[config.mk]
export PLATFORM = sky130hd
export DESIGN_NAME = gf2m_coproc
export DESIGN_NICKNAME = d
export VERILOG_FILES = /design/src/rtl/gf2m_pkg.sv /design/src/rtl/gf2m_rst_sync.sv /design/src/rtl/gf2m_ctrl.sv /design/src/rtl/gf2m_ioreg.sv /design/src/rtl/gf2m_datapath.sv /design/src/rtl/gf2m_coproc.sv
export SDC_FILE = /design/constraint.sdc
export NUM_CORES = 2
export LEC_CHECK = 0
export BUFFER_PORTS_ARGS = -buffer_cell sky130_fd_sc_hd__buf_2
export CAP_MARGIN = 15
export CELL_PAD_IN_SITES_DETAIL_PLACEMENT = 1
export CELL_PAD_IN_SITES_GLOBAL_PLACEMENT = 1
export CORE_MARGIN = 3
export CORE_UTILIZATION = 50
export DETAILED_ROUTE_END_ITERATION = 12
export PLACE_DENSITY_LB_ADDON = 0.1
export SLEW_MARGIN = 25
export SYNTH_ARGS = -nofsm -noshare
export SYNTH_HDL_FRONTEND = slang
export SYNTH_SLANG_ARGS = --single-unit
[constraint.sdc]
create_clock -name clk -period 35.4 [get_ports clk]
set_input_delay 1.77 -clock clk [delete_from_list [all_inputs] [get_ports clk]]
set_output_delay 1.77 -clock clk [all_outputs]
set_load 0.005 [all_outputs]
[src/rtl/gf2m_pkg.sv]
package gf2m_pkg;
  typedef enum logic [2:0] {
    OP_NOP = 3'd0,
    OP_MUL = 3'd1,
    OP_ADD = 3'd2,
    OP_IOR = 3'd3,
    OP_CLR = 3'd4,
    OP_LDB = 3'd5,
    OP_LDA = 3'd6,
    OP_LDP = 3'd7
  } gf_op_e;

  localparam int SHORT_LEN = 4;
  localparam int MUL_EXTRA = 4;
endpackage

[src/rtl/gf2m_rst_sync.sv]
module gf2m_rst_sync (
  input  logic clk,
  input  logic rst_n,
  output logic rst_n_sync
);
  logic meta_q;

  always_ff @(posedge clk or negedge rst_n) begin
    if (!rst_n) begin
      meta_q     <= 1'b0;
      rst_n_sync <= 1'b0;
    end else begin
      meta_q     <= 1'b1;
      rst_n_sync <= meta_q;
    end
  end
endmodule

[src/rtl/gf2m_ctrl.sv]
module gf2m_ctrl
  import gf2m_pkg::*;
#(
  parameter int W = 192,
  localparam int CW = $clog2(W + MUL_EXTRA)
) (
  input  logic          clk,
  input  logic          rst_n,
  input  logic          cmd_valid,
  input  logic [2:0]    cmd_op,
  input  logic [CW-1:0] deg_m,
  output logic          busy,
  output logic          done,
  output logic          rejected,
  output logic          do_shift,
  output logic          do_add,
  output logic          do_clr,
  output logic          do_lda,
  output logic          do_ldb,
  output logic          do_ldp,
  output logic          do_ior
);
  gf_op_e        op_q, op_n, cmd_e;
  logic          busy_q, busy_n;
  logic [CW-1:0] cnt_q, cnt_n;
  logic [CW-1:0] m_q, m_n, m_eff;
  logic          done_q, done_n, rej_q, rej_n;
  logic          accept, last;

  assign cmd_e  = gf_op_e'(cmd_op);
  assign accept = cmd_valid && !busy_q && (cmd_e != OP_NOP);
  assign last   = busy_q && (cnt_q == '0);

  always_comb begin
    if (deg_m == '0 || deg_m > CW'(W)) m_eff = CW'(W);
    else                               m_eff = deg_m;
  end

  always_comb begin
    busy_n = busy_q;
    cnt_n  = cnt_q;
    op_n   = op_q;
    m_n    = m_q;
    if (accept) begin
      busy_n = 1'b1;
      op_n   = cmd_e;
      m_n    = m_eff;
      cnt_n  = (cmd_e == OP_MUL) ? (m_eff + CW'(MUL_EXTRA - 1)) : CW'(SHORT_LEN - 1);
    end else if (busy_q) begin
      if (cnt_q == '0) busy_n = 1'b0;
      else             cnt_n  = cnt_q - 1'b1;
    end
    done_n = last;
    rej_n  = cmd_valid && busy_q;
  end

  always_ff @(posedge clk or negedge rst_n) begin
    if (!rst_n) begin
      busy_q <= 1'b0;
      cnt_q  <= '0;
      op_q   <= OP_NOP;
      m_q    <= '0;
      done_q <= 1'b0;
      rej_q  <= 1'b0;
    end else begin
      busy_q <= busy_n;
      cnt_q  <= cnt_n;
      op_q   <= op_n;
      m_q    <= m_n;
      done_q <= done_n;
      rej_q  <= rej_n;
    end
  end

  assign do_shift = busy_q && (op_q == OP_MUL) && (cnt_q != '0) && (cnt_q <= m_q);
  assign do_add   = last && (op_q == OP_ADD);
  assign do_clr   = last && (op_q == OP_CLR);
  assign do_lda   = last && (op_q == OP_LDA);
  assign do_ldb   = last && (op_q == OP_LDB);
  assign do_ldp   = last && (op_q == OP_LDP);
  assign do_ior   = last && (op_q == OP_IOR);

  assign busy     = busy_q;
  assign done     = done_q;
  assign rejected = rej_q;
endmodule

[src/rtl/gf2m_ioreg.sv]
module gf2m_ioreg #(
  parameter int W  = 192,
  parameter int BW = 8
) (
  input  logic          clk,
  input  logic          rst_n,
  input  logic          load,
  input  logic [W-1:0]  load_word,
  input  logic          shift,
  input  logic [BW-1:0] din,
  output logic [BW-1:0] dout,
  output logic [W-1:0]  word
);
  logic [W-1:0] io_q, io_n;
  logic         io_en;

  assign io_en = load || shift;

  always_comb begin
    if (load) io_n = load_word;
    else      io_n = {io_q[W-BW-1:0], din};
  end

  always_ff @(posedge clk or negedge rst_n) begin
    if (!rst_n)     io_q <= '0;
    else if (io_en) io_q <= io_n;
  end

  assign dout = io_q[W-1 -: BW];
  assign word = io_q;
endmodule

[src/rtl/gf2m_datapath.sv]
module gf2m_datapath #(
  parameter int W = 192
) (
  input  logic         clk,
  input  logic         rst_n,
  input  logic         do_shift,
  input  logic         do_add,
  input  logic         do_clr,
  input  logic         do_lda,
  input  logic         do_ldb,
  input  logic         do_ldp,
  input  logic [W-1:0] io_word,
  output logic [W-1:0] r_word
);
  logic [W-1:0] a_q, a_n, b_q, p_q, r_q, r_n, step;
  logic         a_en, r_en, mbit, reduce;

  assign mbit   = do_shift ? a_q[W-1] : 1'b1;
  assign reduce = do_shift && r_q[W-1];

  for (genvar gi = 0; gi < W; gi++) begin : g_cell
    logic low;
    if (gi == 0) begin : g_lsb
      assign low = 1'b0;
    end else begin : g_mid
      assign low = r_q[gi-1];
    end
    assign step[gi] = (do_shift ? (low ^ (reduce & p_q[gi])) : r_q[gi]) ^ (mbit & b_q[gi]);
  end

  assign r_en = do_shift || do_add || do_clr;
  assign r_n  = do_clr ? '0 : step;
  assign a_en = do_lda || do_shift;
  assign a_n  = do_lda ? io_word : {a_q[W-2:0], 1'b0};

  always_ff @(posedge clk or negedge rst_n) begin
    if (!rst_n) begin
      a_q <= '0;
      b_q <= '0;
      p_q <= '0;
      r_q <= '0;
    end else begin
      if (a_en)   a_q <= a_n;
      if (do_ldb) b_q <= io_word;
      if (do_ldp) p_q <= io_word;
      if (r_en)   r_q <= r_n;
    end
  end

  assign r_word = r_q;
endmodule

[src/rtl/gf2m_coproc.sv]
module gf2m_coproc #(
  parameter int W  = 192,
  parameter int BW = 8,
  localparam int CW = $clog2(W + gf2m_pkg::MUL_EXTRA)
) (
  input  logic          clk,
  input  logic          rst_n,
  input  logic          cmd_valid,
  input  logic [2:0]    cmd_op,
  input  logic [CW-1:0] deg_m,
  input  logic          io_shift,
  input  logic [BW-1:0] io_din,
  output logic [BW-1:0] io_dout,
  output logic          busy,
  output logic          done,
  output logic          rejected
);
  logic         rst_n_sync;
  logic         do_shift, do_add, do_clr, do_lda, do_ldb, do_ldp, do_ior;
  logic [W-1:0] io_word, r_word;

  gf2m_rst_sync u_rst (
    .clk(clk), .rst_n(rst_n), .rst_n_sync(rst_n_sync)
  );

  gf2m_ctrl #(.W(W)) u_ctrl (
    .clk(clk), .rst_n(rst_n_sync), .cmd_valid(cmd_valid), .cmd_op(cmd_op),
    .deg_m(deg_m), .busy(busy), .done(done), .rejected(rejected),
    .do_shift(do_shift), .do_add(do_add), .do_clr(do_clr), .do_lda(do_lda),
    .do_ldb(do_ldb), .do_ldp(do_ldp), .do_ior(do_ior)
  );

  gf2m_ioreg #(.W(W), .BW(BW)) u_io (
    .clk(clk), .rst_n(rst_n_sync), .load(do_ior), .load_word(r_word),
    .shift(io_shift), .din(io_din), .dout(io_dout), .word(io_word)
  );

  gf2m_datapath #(.W(W)) u_dp (
    .clk(clk), .rst_n(rst_n_sync), .do_shift(do_shift), .do_add(do_add),
    .do_clr(do_clr), .do_lda(do_lda), .do_ldb(do_ldb), .do_ldp(do_ldp),
    .io_word(io_word), .r_word(r_word)
  );
endmodule

==> results.py <==
metrics = {
    "status": {
        "status": "finished clean",
    },
    "worst_setup_path": {
        "endpoint_kind": "flip-flop",
        "required_ns": 36.01,
        "r2r-end": "u_dp.r_word[64]",
        "cp-start-kind": "flip-flop",
        "critPathMaxFanout": 179,
        "reg2regPathDepth": 9,
        "critPathKind": "flip-flop to flip-flop",
        "r2r_slack_ns": 29.72,
        "worstReg2RegStart": "u_ctrl.cnt_q[7]",
        "worst_ep_arrival_time_ns": 6.30,
    },
    "yosys": {
        "ys.flop_type": "dfrtp_1",
        "synth_edf_count": 0,
        "syn_avg_cell_area_um2": 10.2,
        "synthCells": 4769,
        "async_flop_share": 1.00,
        "yosysWarnings": 0,
        "synth.top_cell.area_share": 0.508,
        "syn_nets": 4802,
        "yosysTopAreaCell": "dfrtp_1",
        "synth.ff_latch_count": 984,
        "synthTopCellsByArea": "dfrtp_1, mux2_2, nand2_1",
        "synth_cell_types": 56,
        "synth_area_um2": 48400,
        "synth-seq-area-share": 0.508,
    },
    "worst_hold_path": {
        "hold_path_end": "u_rst.rst_n_sync",
        "holdPathStages": 0,
        "hold_path.class": "flip-flop to flip-flop",
        "min_from": "u_rst.meta_q",
    },
    "die": {
        "pin_count": 34,
        "dieHeight_um": 317,
        "placementRows": 113,
        "coreArea_um2": 95600,
        "dieArea_um2": 101000,
        "start_util": 0.507,
        "die_w_um": 317,
    },
    "power_and_ir_drop": {
        "p_per_area_nw_per_um2": 62.8,
        "ir_drop_v": 0.000102,
        "leakagePower_uw": 0.0247,
    },
    "clock_tree": {
        "numCtsBuffers": 110,
        "postCtsHoldBufs": 0,
        "clk_pin_slew_ns": 0.06,
        "cts.sinks": 984,
        "post-cts-setup-buffer-count": 0,
        "postCtsResizedCells": 0,
        "cts-root-buf": "clkbuf_16",
        "htreeDepth": 3,
        "clk_latency_ns": 0.69,
        "cts_tree": "done",
        "cts_buffer_depth": 3,
    },
    "grt": {
        "grt_pass1_vias": 39500,
        "grt_overflow_total": 0,
        "grt_max_degree": 192,
        "grt_usage": 0.273,
        "antenna_found_initial": 0,
        "grt_pass1_wl_mm": 222,
    },
    "sta": {
        "fin_worst_skew_ns": 0.0162,
        "period_needed_ns": 5.68,
        "grt_setup_unrepaired": "false",
        "timing.hold.ws_ns": 0.348,
        "maxSlewViolCount": 0,
        "fin_setup_tns_ns": 0,
        "final_hold_viol_count": 0,
        "fmax_mhz": 176,
        "relSlewSlack": 0.276,
        "finalCritPeriodShare": 0.161,
        "tightestPinTransition_ns": 1.09,
        "setup_viol": 0,
    },
    "detailed_routing": {
        "routedWlPerCell_um": 23.0,
        "drt_pre_antenna_iters": 5,
        "drt-initial-drc-count": 2409,
        "drc": 0,
        "vias_per_cell": 6.24,
        "vias": 37100,
        "routed_wl_mm": 136,
        "antenna_left": 0,
    },
    "placement": {
        "port_buffers": 33,
        "placed_area_um2": 49100,
        "place.gp.congestion": 0.761,
        "dp_hpwl_mm": 73.9,
    },
    "finish": {
        "drive_above_1_share": 0.143,
        "final_nets": 4615,
        "mostFrequentLayoutCells": "dfrtp_1, nand2_1, nor2_1",
        "fin_area_um2": 52700,
        "area_delta_synth_final_pct": 8.87,
        "final_common_cell": "dfrtp_1",
        "diodes": 0,
    },
    "flow_run": {
        "drv_cap": 0,
    },
}
## per-stage QoR
| stage | std cells | worst slack, ns | total power [uW] | util |
|---|---|---|---|---|
| global placement | 5734 | 30.04 | 2160 | 0.513 |
| floorplan | 4769 | 5.94 | 1910 | - |
| finish | 5935 | 29.72 | 3310 | 0.552 |
| detailed placement | 5734 | 29.90 | 2180 | 0.513 |
| CTS | 5934 | 29.91 | 3340 | 0.551 |
| global route | 5935 | 29.45 | 3480 | 0.552 |
## layout make-up
type / instances / area, um^2
Clock buffer: 167 / 3270
Multi-Input combinational cell: 3243 / 21600
Fill cell: 10400 / 42800
Inverter: 154 / 578
Tap cell: 1265 / 1580
Sequential cell: 984 / 24600
Timing Repair Buffer: 89 / 698
Clock inverter: 33 / 339
## flip-flops by register name, summed over array words and instances, names as in the netlist
signal / cells
u_dp.b_q: 192
u_dp.p_q: 192
u_ctrl.busy: 1
u_dp.a_q: 192
u_io.word: 192
u_rst.meta_q: 1
u_ctrl.m_q: 8
u_rst.rst_n_sync: 1
u_ctrl.op_q: 3
u_dp.r_word: 192
u_ctrl.cnt_q: 8
u_ctrl.rejected: 1
u_ctrl.done: 1
## how the worst max path moves through the flow
stage / start / endpoint / slack [ns] / cells after the start
finish: u_ctrl.cnt_q[7] / u_dp.r_word[64] / 29.72 / 9
global route: u_ctrl.cnt_q[7] / u_dp.r_word[40] / 29.45 / 9
CTS: u_ctrl.cnt_q[7] / u_dp.r_word[64] / 29.91 / 9
detailed placement: u_ctrl.cnt_q[7] / u_dp.r_word[64] / 29.90 / 9
global placement: u_ctrl.cnt_q[7] / u_dp.r_word[40] / 30.04 / 9
floorplan: u_rst.rst_n_sync / u_ctrl.busy / 5.94 / 0
## routing by layer
layer	vias to the layer above	GRT usage	wire length [um]
met1	19600	0.381	63500
met2	637	0.460	65800
li1	16600	-	-
met5	-	0	0
met4	0	0.0684	2770
met3	196	0.0293	4430
## cells in the mapped netlist (5+ instances only)
| cell | instances |
|---|---|
| nand4_1 | 5 |
| nand2_1 | 630 |
| buf_6 | 13 |
| xnor2_1 | 166 |
| and3_1 | 163 |
| mux2i_1 | 192 |
| ha_1 | 10 |
| a221o_1 | 162 |
| xor2_1 | 58 |
| a21oi_1 | 395 |
| nor2_1 | 422 |
| o22ai_1 | 28 |
| a32o_1 | 135 |
| buf_2 | 55 |
| clkbuf_1 | 300 |
| nand3_1 | 11 |
| buf_1 | 12 |
| nor3_1 | 5 |
| dfrtp_1 | 984 |
| inv_1 | 154 |
| o221a_1 | 28 |
| buf_4 | 8 |
| a31o_2 | 8 |
| a31o_1 | 19 |
| mux2_2 | 383 |
| a31oi_1 | 194 |
| o21ai_0 | 185 |
## worst max-delay path: stages, from the launching register on
cell and delay, ns:
dfrtp_1 0.46, ha_1 0.36, nand4_1 0.15, o21ai_0 0.65
and3_4 0.75, buf_12 0.63, buf_4 0.87, buf_4 0.87
a32o_1 0.30, a221o_1 0.16
## cells by family after synthesis
logic type,share of synthesized area
AND/OR/NAND/NOR,0.108
AO/OA/AOI/OAI,0.166
flip-flops,0.508
multiplexers,0.129
buffers and inverters,0.0461
XOR/XNOR,0.0405
adder cells (fa/ha/maj),0.00258
other,0.0000774
## power by group
group          internal [uW]  switching [uW]  total [uW]  leakage [uW]
clock network            677             473        1150       0.00179
registers               1240             205        1450        0.0132
logic                    160             553         713       0.00978
No activity file was read; power rests on OpenSTA's default activity.
